[src/rtl/tam_pkg.sv]
package tam_pkg;
   localparam int DIGIT_W = 4;
   localparam int BYTE_W  = 2 * DIGIT_W;
   localparam int NUM_FIELDS = 3;
   localparam int HALF_DAY   = 12;

   typedef logic [BYTE_W-1:0] tbyte_t;

   typedef enum int {
      FLD_SEC = 0,
      FLD_MIN = 1,
      FLD_HR  = 2
   } field_e;

   // don't-care marker: the two upper bits both set in the raw byte
   function automatic logic is_wild(input tbyte_t b);
      return b[BYTE_W-1] & b[BYTE_W-2];
   endfunction

   // two packed decimal digits to a binary value
   function automatic tbyte_t bcd_to_bin(input tbyte_t b);
      tbyte_t hi;
      tbyte_t lo;
      hi = tbyte_t'(b[BYTE_W-1:DIGIT_W]);
      lo = tbyte_t'(b[DIGIT_W-1:0]);
      return tbyte_t'(hi * tbyte_t'(10)) + lo;
   endfunction
endpackage

[src/rtl/tam_field_decode.sv]
module tam_field_decode
   import tam_pkg::*;
#(
   parameter bit IS_HOUR = 1'b0,
   parameter bit HR12_EN = 1'b1
) (
   input  tbyte_t raw,
   input  logic   bin_mode,
   input  logic   hr24,
   output tbyte_t val
);
   tbyte_t full_dec;

   always_comb begin
      full_dec = bin_mode ? raw : bcd_to_bin(raw);
   end

   generate
      if (IS_HOUR && HR12_EN) begin : g_hr12
         tbyte_t body;
         tbyte_t body_dec;
         tbyte_t h12_val;
         always_comb begin
            body     = {1'b0, raw[BYTE_W-2:0]};
            body_dec = bin_mode ? body : bcd_to_bin(body);
            h12_val  = tbyte_t'(body_dec % tbyte_t'(HALF_DAY))
                     + (raw[BYTE_W-1] ? tbyte_t'(HALF_DAY) : tbyte_t'(0));
            val      = hr24 ? full_dec : h12_val;
         end
      end else begin : g_plain
         logic unused_hr24;
         assign unused_hr24 = hr24;
         assign val = full_dec;
      end
   endgenerate
endmodule

[src/rtl/tam_match_core.sv]
module tam_match_core
   import tam_pkg::*;
#(
   parameter int NF = NUM_FIELDS
) (
   input  logic [NF-1:0]             wild,
   input  logic [NF-1:0][BYTE_W-1:0] a_val,
   input  logic [NF-1:0][BYTE_W-1:0] c_val,
   output logic                      all_match
);
   logic [NF-1:0] fld_ok;

   generate
      for (genvar f = 0; f < NF; f++) begin : g_fld
         assign fld_ok[f] = wild[f] | (a_val[f] == c_val[f]);
      end
   endgenerate

   assign all_match = &fld_ok;
endmodule

[src/rtl/tam_pulse_reg.sv]
module tam_pulse_reg (
   input  logic clk,
   input  logic rst_n,
   input  logic fire,
   input  logic wake_en,
   output logic hit,
   output logic wake
);
   always_ff @(posedge clk) begin
      if (!rst_n) begin
         hit  <= 1'b0;
         wake <= 1'b0;
      end else begin
         hit  <= fire;
         wake <= fire & wake_en;
      end
   end
endmodule

[src/rtl/time_alarm_match.sv]
module time_alarm_match
   import tam_pkg::*;
#(
   parameter int FIELD_W = tam_pkg::BYTE_W,
   parameter bit HR12_EN = 1'b1
) (
   input  logic               clk,
   input  logic               rst_n,
   input  logic               upd_stb,
   input  logic               set_mode,
   input  logic               bin_mode,
   input  logic               hr24,
   input  logic               alm_en,
   input  logic [FIELD_W-1:0] alm_sec,
   input  logic [FIELD_W-1:0] alm_min,
   input  logic [FIELD_W-1:0] alm_hr,
   input  logic [FIELD_W-1:0] cur_sec,
   input  logic [FIELD_W-1:0] cur_min,
   input  logic [FIELD_W-1:0] cur_hr,
   output logic               alm_hit,
   output logic               wake_req
);
   localparam int NF = NUM_FIELDS;

   generate
      if (FIELD_W != BYTE_W) begin : g_bad_width
         $error("time_alarm_match: FIELD_W must equal two decimal digits");
      end
   endgenerate

   logic [NF-1:0][BYTE_W-1:0] alm_raw;
   logic [NF-1:0][BYTE_W-1:0] cur_raw;
   logic [NF-1:0][BYTE_W-1:0] alm_val;
   logic [NF-1:0][BYTE_W-1:0] cur_val;
   logic [NF-1:0]             alm_wild;
   logic                      all_match;
   logic                      fire;

   assign alm_raw[FLD_SEC] = alm_sec;
   assign alm_raw[FLD_MIN] = alm_min;
   assign alm_raw[FLD_HR]  = alm_hr;
   assign cur_raw[FLD_SEC] = cur_sec;
   assign cur_raw[FLD_MIN] = cur_min;
   assign cur_raw[FLD_HR]  = cur_hr;

   generate
      for (genvar f = 0; f < NF; f++) begin : g_dec
         localparam bit HOUR_F = (f == int'(FLD_HR));
         // wildcard taken from the undecoded byte
         assign alm_wild[f] = is_wild(alm_raw[f]);

         tam_field_decode #(.IS_HOUR(HOUR_F), .HR12_EN(HR12_EN)) u_alm_dec (
            .raw      (alm_raw[f]),
            .bin_mode (bin_mode),
            .hr24     (hr24),
            .val      (alm_val[f])
         );
         tam_field_decode #(.IS_HOUR(HOUR_F), .HR12_EN(HR12_EN)) u_cur_dec (
            .raw      (cur_raw[f]),
            .bin_mode (bin_mode),
            .hr24     (hr24),
            .val      (cur_val[f])
         );
      end
   endgenerate

   tam_match_core #(.NF(NF)) u_core (
      .wild      (alm_wild),
      .a_val     (alm_val),
      .c_val     (cur_val),
      .all_match (all_match)
   );

   assign fire = upd_stb & ~set_mode & all_match;

   tam_pulse_reg u_pulse (
      .clk     (clk),
      .rst_n   (rst_n),
      .fire    (fire),
      .wake_en (alm_en),
      .hit     (alm_hit),
      .wake    (wake_req)
   );
endmodule

[config.mk]
export PLATFORM = sky130hd
export DESIGN_NAME = time_alarm_match
export DESIGN_NICKNAME = d
export VERILOG_FILES = /design/src/rtl/tam_pkg.sv /design/src/rtl/tam_field_decode.sv /design/src/rtl/tam_match_core.sv /design/src/rtl/tam_pulse_reg.sv /design/src/rtl/time_alarm_match.sv
export SDC_FILE = /design/constraint.sdc
export NUM_CORES = 1
export LEC_CHECK = 0
export BUFFER_PORTS_ARGS = -buffer_cell sky130_fd_sc_hd__clkbuf_2
export CAP_MARGIN = 20
export CORE_ASPECT_RATIO = 0.8
export CORE_MARGIN = 1
export CORE_UTILIZATION = 49
export DETAILED_ROUTE_END_ITERATION = 8
export PLACE_DENSITY = 0.75
export SYNTH_ARGS = -nofsm -noshare
export SYNTH_HDL_FRONTEND = slang
export SYNTH_SLANG_ARGS = --single-unit
[constraint.sdc]
create_clock -name clk -period 11.4 [get_ports clk]
set_clock_uncertainty 0.15 [all_clocks]
set_input_delay 0 -clock clk [delete_from_list [all_inputs] [get_ports clk]]
set_output_delay 0 -clock clk [all_outputs]
set_load 0.005 [all_outputs]
==> out/results.txt <==
Worst Path Max Fanout - 8
Register bit total from synthesis - 2
Kind of critical path - in -> reg
Arr. time, crit path - 4.28 ns
Cells after synthesis - 394
Area occupied by multi-input gates - 2975 µm²
Global-route wire length before repair - 13240 µm
Antenna Nets Post-Route - 0
Post-synth EDFFs - 0
Total negative setup slack - 0 ns
Status - finished, final reports clean
Max-Cap Viols - 0
Die Height - 73.79 µm
CP required - 11.40 ns
Drt pass-1 iters - 4
Synth Flop Type - dfxtp_1
Period Utilization, post-route - 37.50%
CTS H-Tree Depth - 1
WL per Instance - 14.58 µm
Post-synth ARST share - 0%
Static Leak - 1.606 nW
Final min period - 4.275 ns
Post-CTS Hold Fix Bufs - 1
Via count - 3050
Worst VDD drop - 29.79 µV
Layout area overhead - 11.61%
Sequential cell area - 40.04 µm²
GRT Total Usage - 23.80%
DR vias/cell - 5.798
CTS tree - built
Slew headroom - 33.89%
TritonCTS Buffers - 3
Clk buf depth - 2
Final Net Count - 564
Routability Congestion - 0.9301
Pwr Density - 74.58 nW/µm²
Yosys warning count - 0
WHS - 0.2340 ns
# DRC - 0
Maximum clock rate - 0.2339 GHz
I/O Pins - 57
Endpoint class of the critical path - register
Final Max Slew Viols - 0
Die area - 6769 µm²
Vias in the first global route - 2919
Number of setup buffers added after CTS - 0
Clock transition at path regs - 0.03 ns
Starting Density - 52.02%
Detailed Place HPWL - 6503 µm
Final hold vios - 0
Clock root buffer - clkbuf_8
Nature of the critical path startpoint - input pin
Mapped Avg Cell Area - 8.012 µm²
Worst hold path type - in -> reg
Net count after synthesis - 511
Fill count - 597
GRT overflow - 0
Port Buffers - 56
DRT Wirelength - 7669 µm
Row count - 25
Resized Gates After CTS - 0
Die span in x - 91.74 µm
Initial antenna violation count - 0
Sequential fraction of the synthesis area - 1.268%
Layout cells sized above 1 - 16.63%
Setup violations, final - 0
Tightest Pin Transition - 0.9917 ns
Post-Synthesis Cell Area - 3157 µm²
Core area - 6068 µm²
Distinct cells, synth - 62
CTS Sinks - 2
Largest net degree at the start of global routing - 46
Initial drt markers - 140
RSZ-0062 raised after global routing - false
Antenna Cells - 0
-- sequential cells by signal, indices dropped and copies added (netlist names) --
| name | cells |
|---|---|
| u_pulse.hit | 1 |
| u_pulse.wake | 1 |
-- worst max-delay path, cell delays in order --
cell and delay [ns]:
clkbuf_2 0.18, ha_1 0.31, ha_1 0.36, a21oi_2 0.30
xor2_1 0.17, a211oi_1 0.49, nor2_1 0.15, nand3_1 0.12
mux2i_1 0.08, or3_1 0.37, ha_1 0.20, fa_1 0.44
xor2_1 0.15, nor3_1 0.18, a31oi_1 0.08, a211o_1 0.24
o31ai_1 0.28, and3_1 0.18
-- routing by layer --
| metal | GRT usage, % | wire length (µm) | vias up |
|---|---|---|---|
| li1 | - | - | 1552 |
| met1 | 34.47 | 4013 | 1440 |
| met2 | 40.52 | 3438 | 56 |
| met3 | 0.4141 | 196 | 2 |
| met4 | 3.819 | 21 | 0 |
| met5 | 0 | 0 | - |
-- path summary, 6_finish.rpt --
kind	end	cells past startpoint	slack [ns]	from
setup / recovery	u_pulse.wake$_SDFF_PN0_	18	7.12	alm_hr[6]
hold / removal	u_pulse.hit$_SDFF_PN0_	4	0.23	hr24
-- kinds of logic after synthesis --
kind of cell / after synthesis / share of synthesized area, %
xor+xnor: 76 / 21.32
simple gates: 109 / 17.95
fa+ha+maj: 62 / 27.90
mux: 10 / 3.211
buf+inv: 29 / 4.479
flops: 2 / 1.268
compound gates: 106 / 23.86
-- area by class of cell --
| class | instances | area share, % |
|---|---|---|
| Inverter | 20 | 2.131 |
| Multi-Input combinational cell | 363 | 84.45 |
| Clock buffer | 3 | 1.172 |
| Timing Repair Buffer | 57 | 8.239 |
| Tap cell | 81 | 2.876 |
| Sequential cell | 2 | 1.136 |
-- synthesized netlist by cell type, types with 2 or more instances --
master,number,area share (%)
buf_6,3,1.1
a211oi_1,5,1.2
a21o_1,9,2.1
a41oi_1,2,0.55
a21oi_2,3,0.83
nor2b_1,8,1.6
nand2b_1,7,1.4
a22oi_1,3,0.71
or3_1,3,0.59
dfxtp_1,2,1.3
a21oi_1,23,3.6
and2_1,4,0.79
o21a_1,2,0.48
ha_1,48,19
a31oi_1,8,1.6
and3_1,2,0.40
o22ai_1,3,0.59
buf_2,5,0.79
mux2i_1,9,2.9
xnor2_1,43,12
inv_1,19,2.3
nand3b_1,3,0.71
nand3_1,10,1.6
o21ai_0,10,1.6
xor2_1,32,8.9
nor2_1,22,2.6
o31ai_1,2,0.48
or3b_1,2,0.55
nand2_1,26,3.1
a211o_1,6,1.7
o21ai_1,4,0.63
fa_1,14,8.9
nor3b_1,2,0.48
nor4_1,7,1.4
o2111ai_1,5,1.4
nor3_1,7,1.1
o21bai_1,2,0.48
o211ai_1,5,1.2
-- cell usage in the layout (no fill, tap or decap), types with 7 or more instances in the layout --
master	instances
xnor2_1	43
nand3_1	10
nand2_1	26
clkbuf_2	56
nor4_1	7
a21oi_1	23
mux2i_1	9
nor2_1	22
fa_1	14
o21ai_0	10
xor2_1	32
a31oi_1	8
inv_1	19
nor2b_1	8
nor3_1	7
a21o_1	9
nand2b_1	7
ha_1	48
-- where the power goes --
group / internal (mW) / total (mW) / switching (mW)
Combinational: 0.102 / 0.228 / 0.126
Clock: 0.0223 / 0.0281 / 0.00572
Sequential: 0.00707 / 0.00708 / 0.00000332
-- per-stage QoR --
step	std cells	instance area, µm²	utilization [%]	total power, mW	setup WS (ns)
after floorplan	394	3157	-	0.1829	7.550
after global placement	522	3472	57.22	0.2250	7.178
after detailed placement	522	3472	57.22	0.2325	6.952
after CTS	526	3523	58.06	0.2630	7.153
after global routing	526	3523	58.06	0.2906	6.701
final	526	3523	58.06	0.2628	7.125
(Power assumes the default switching activity.)
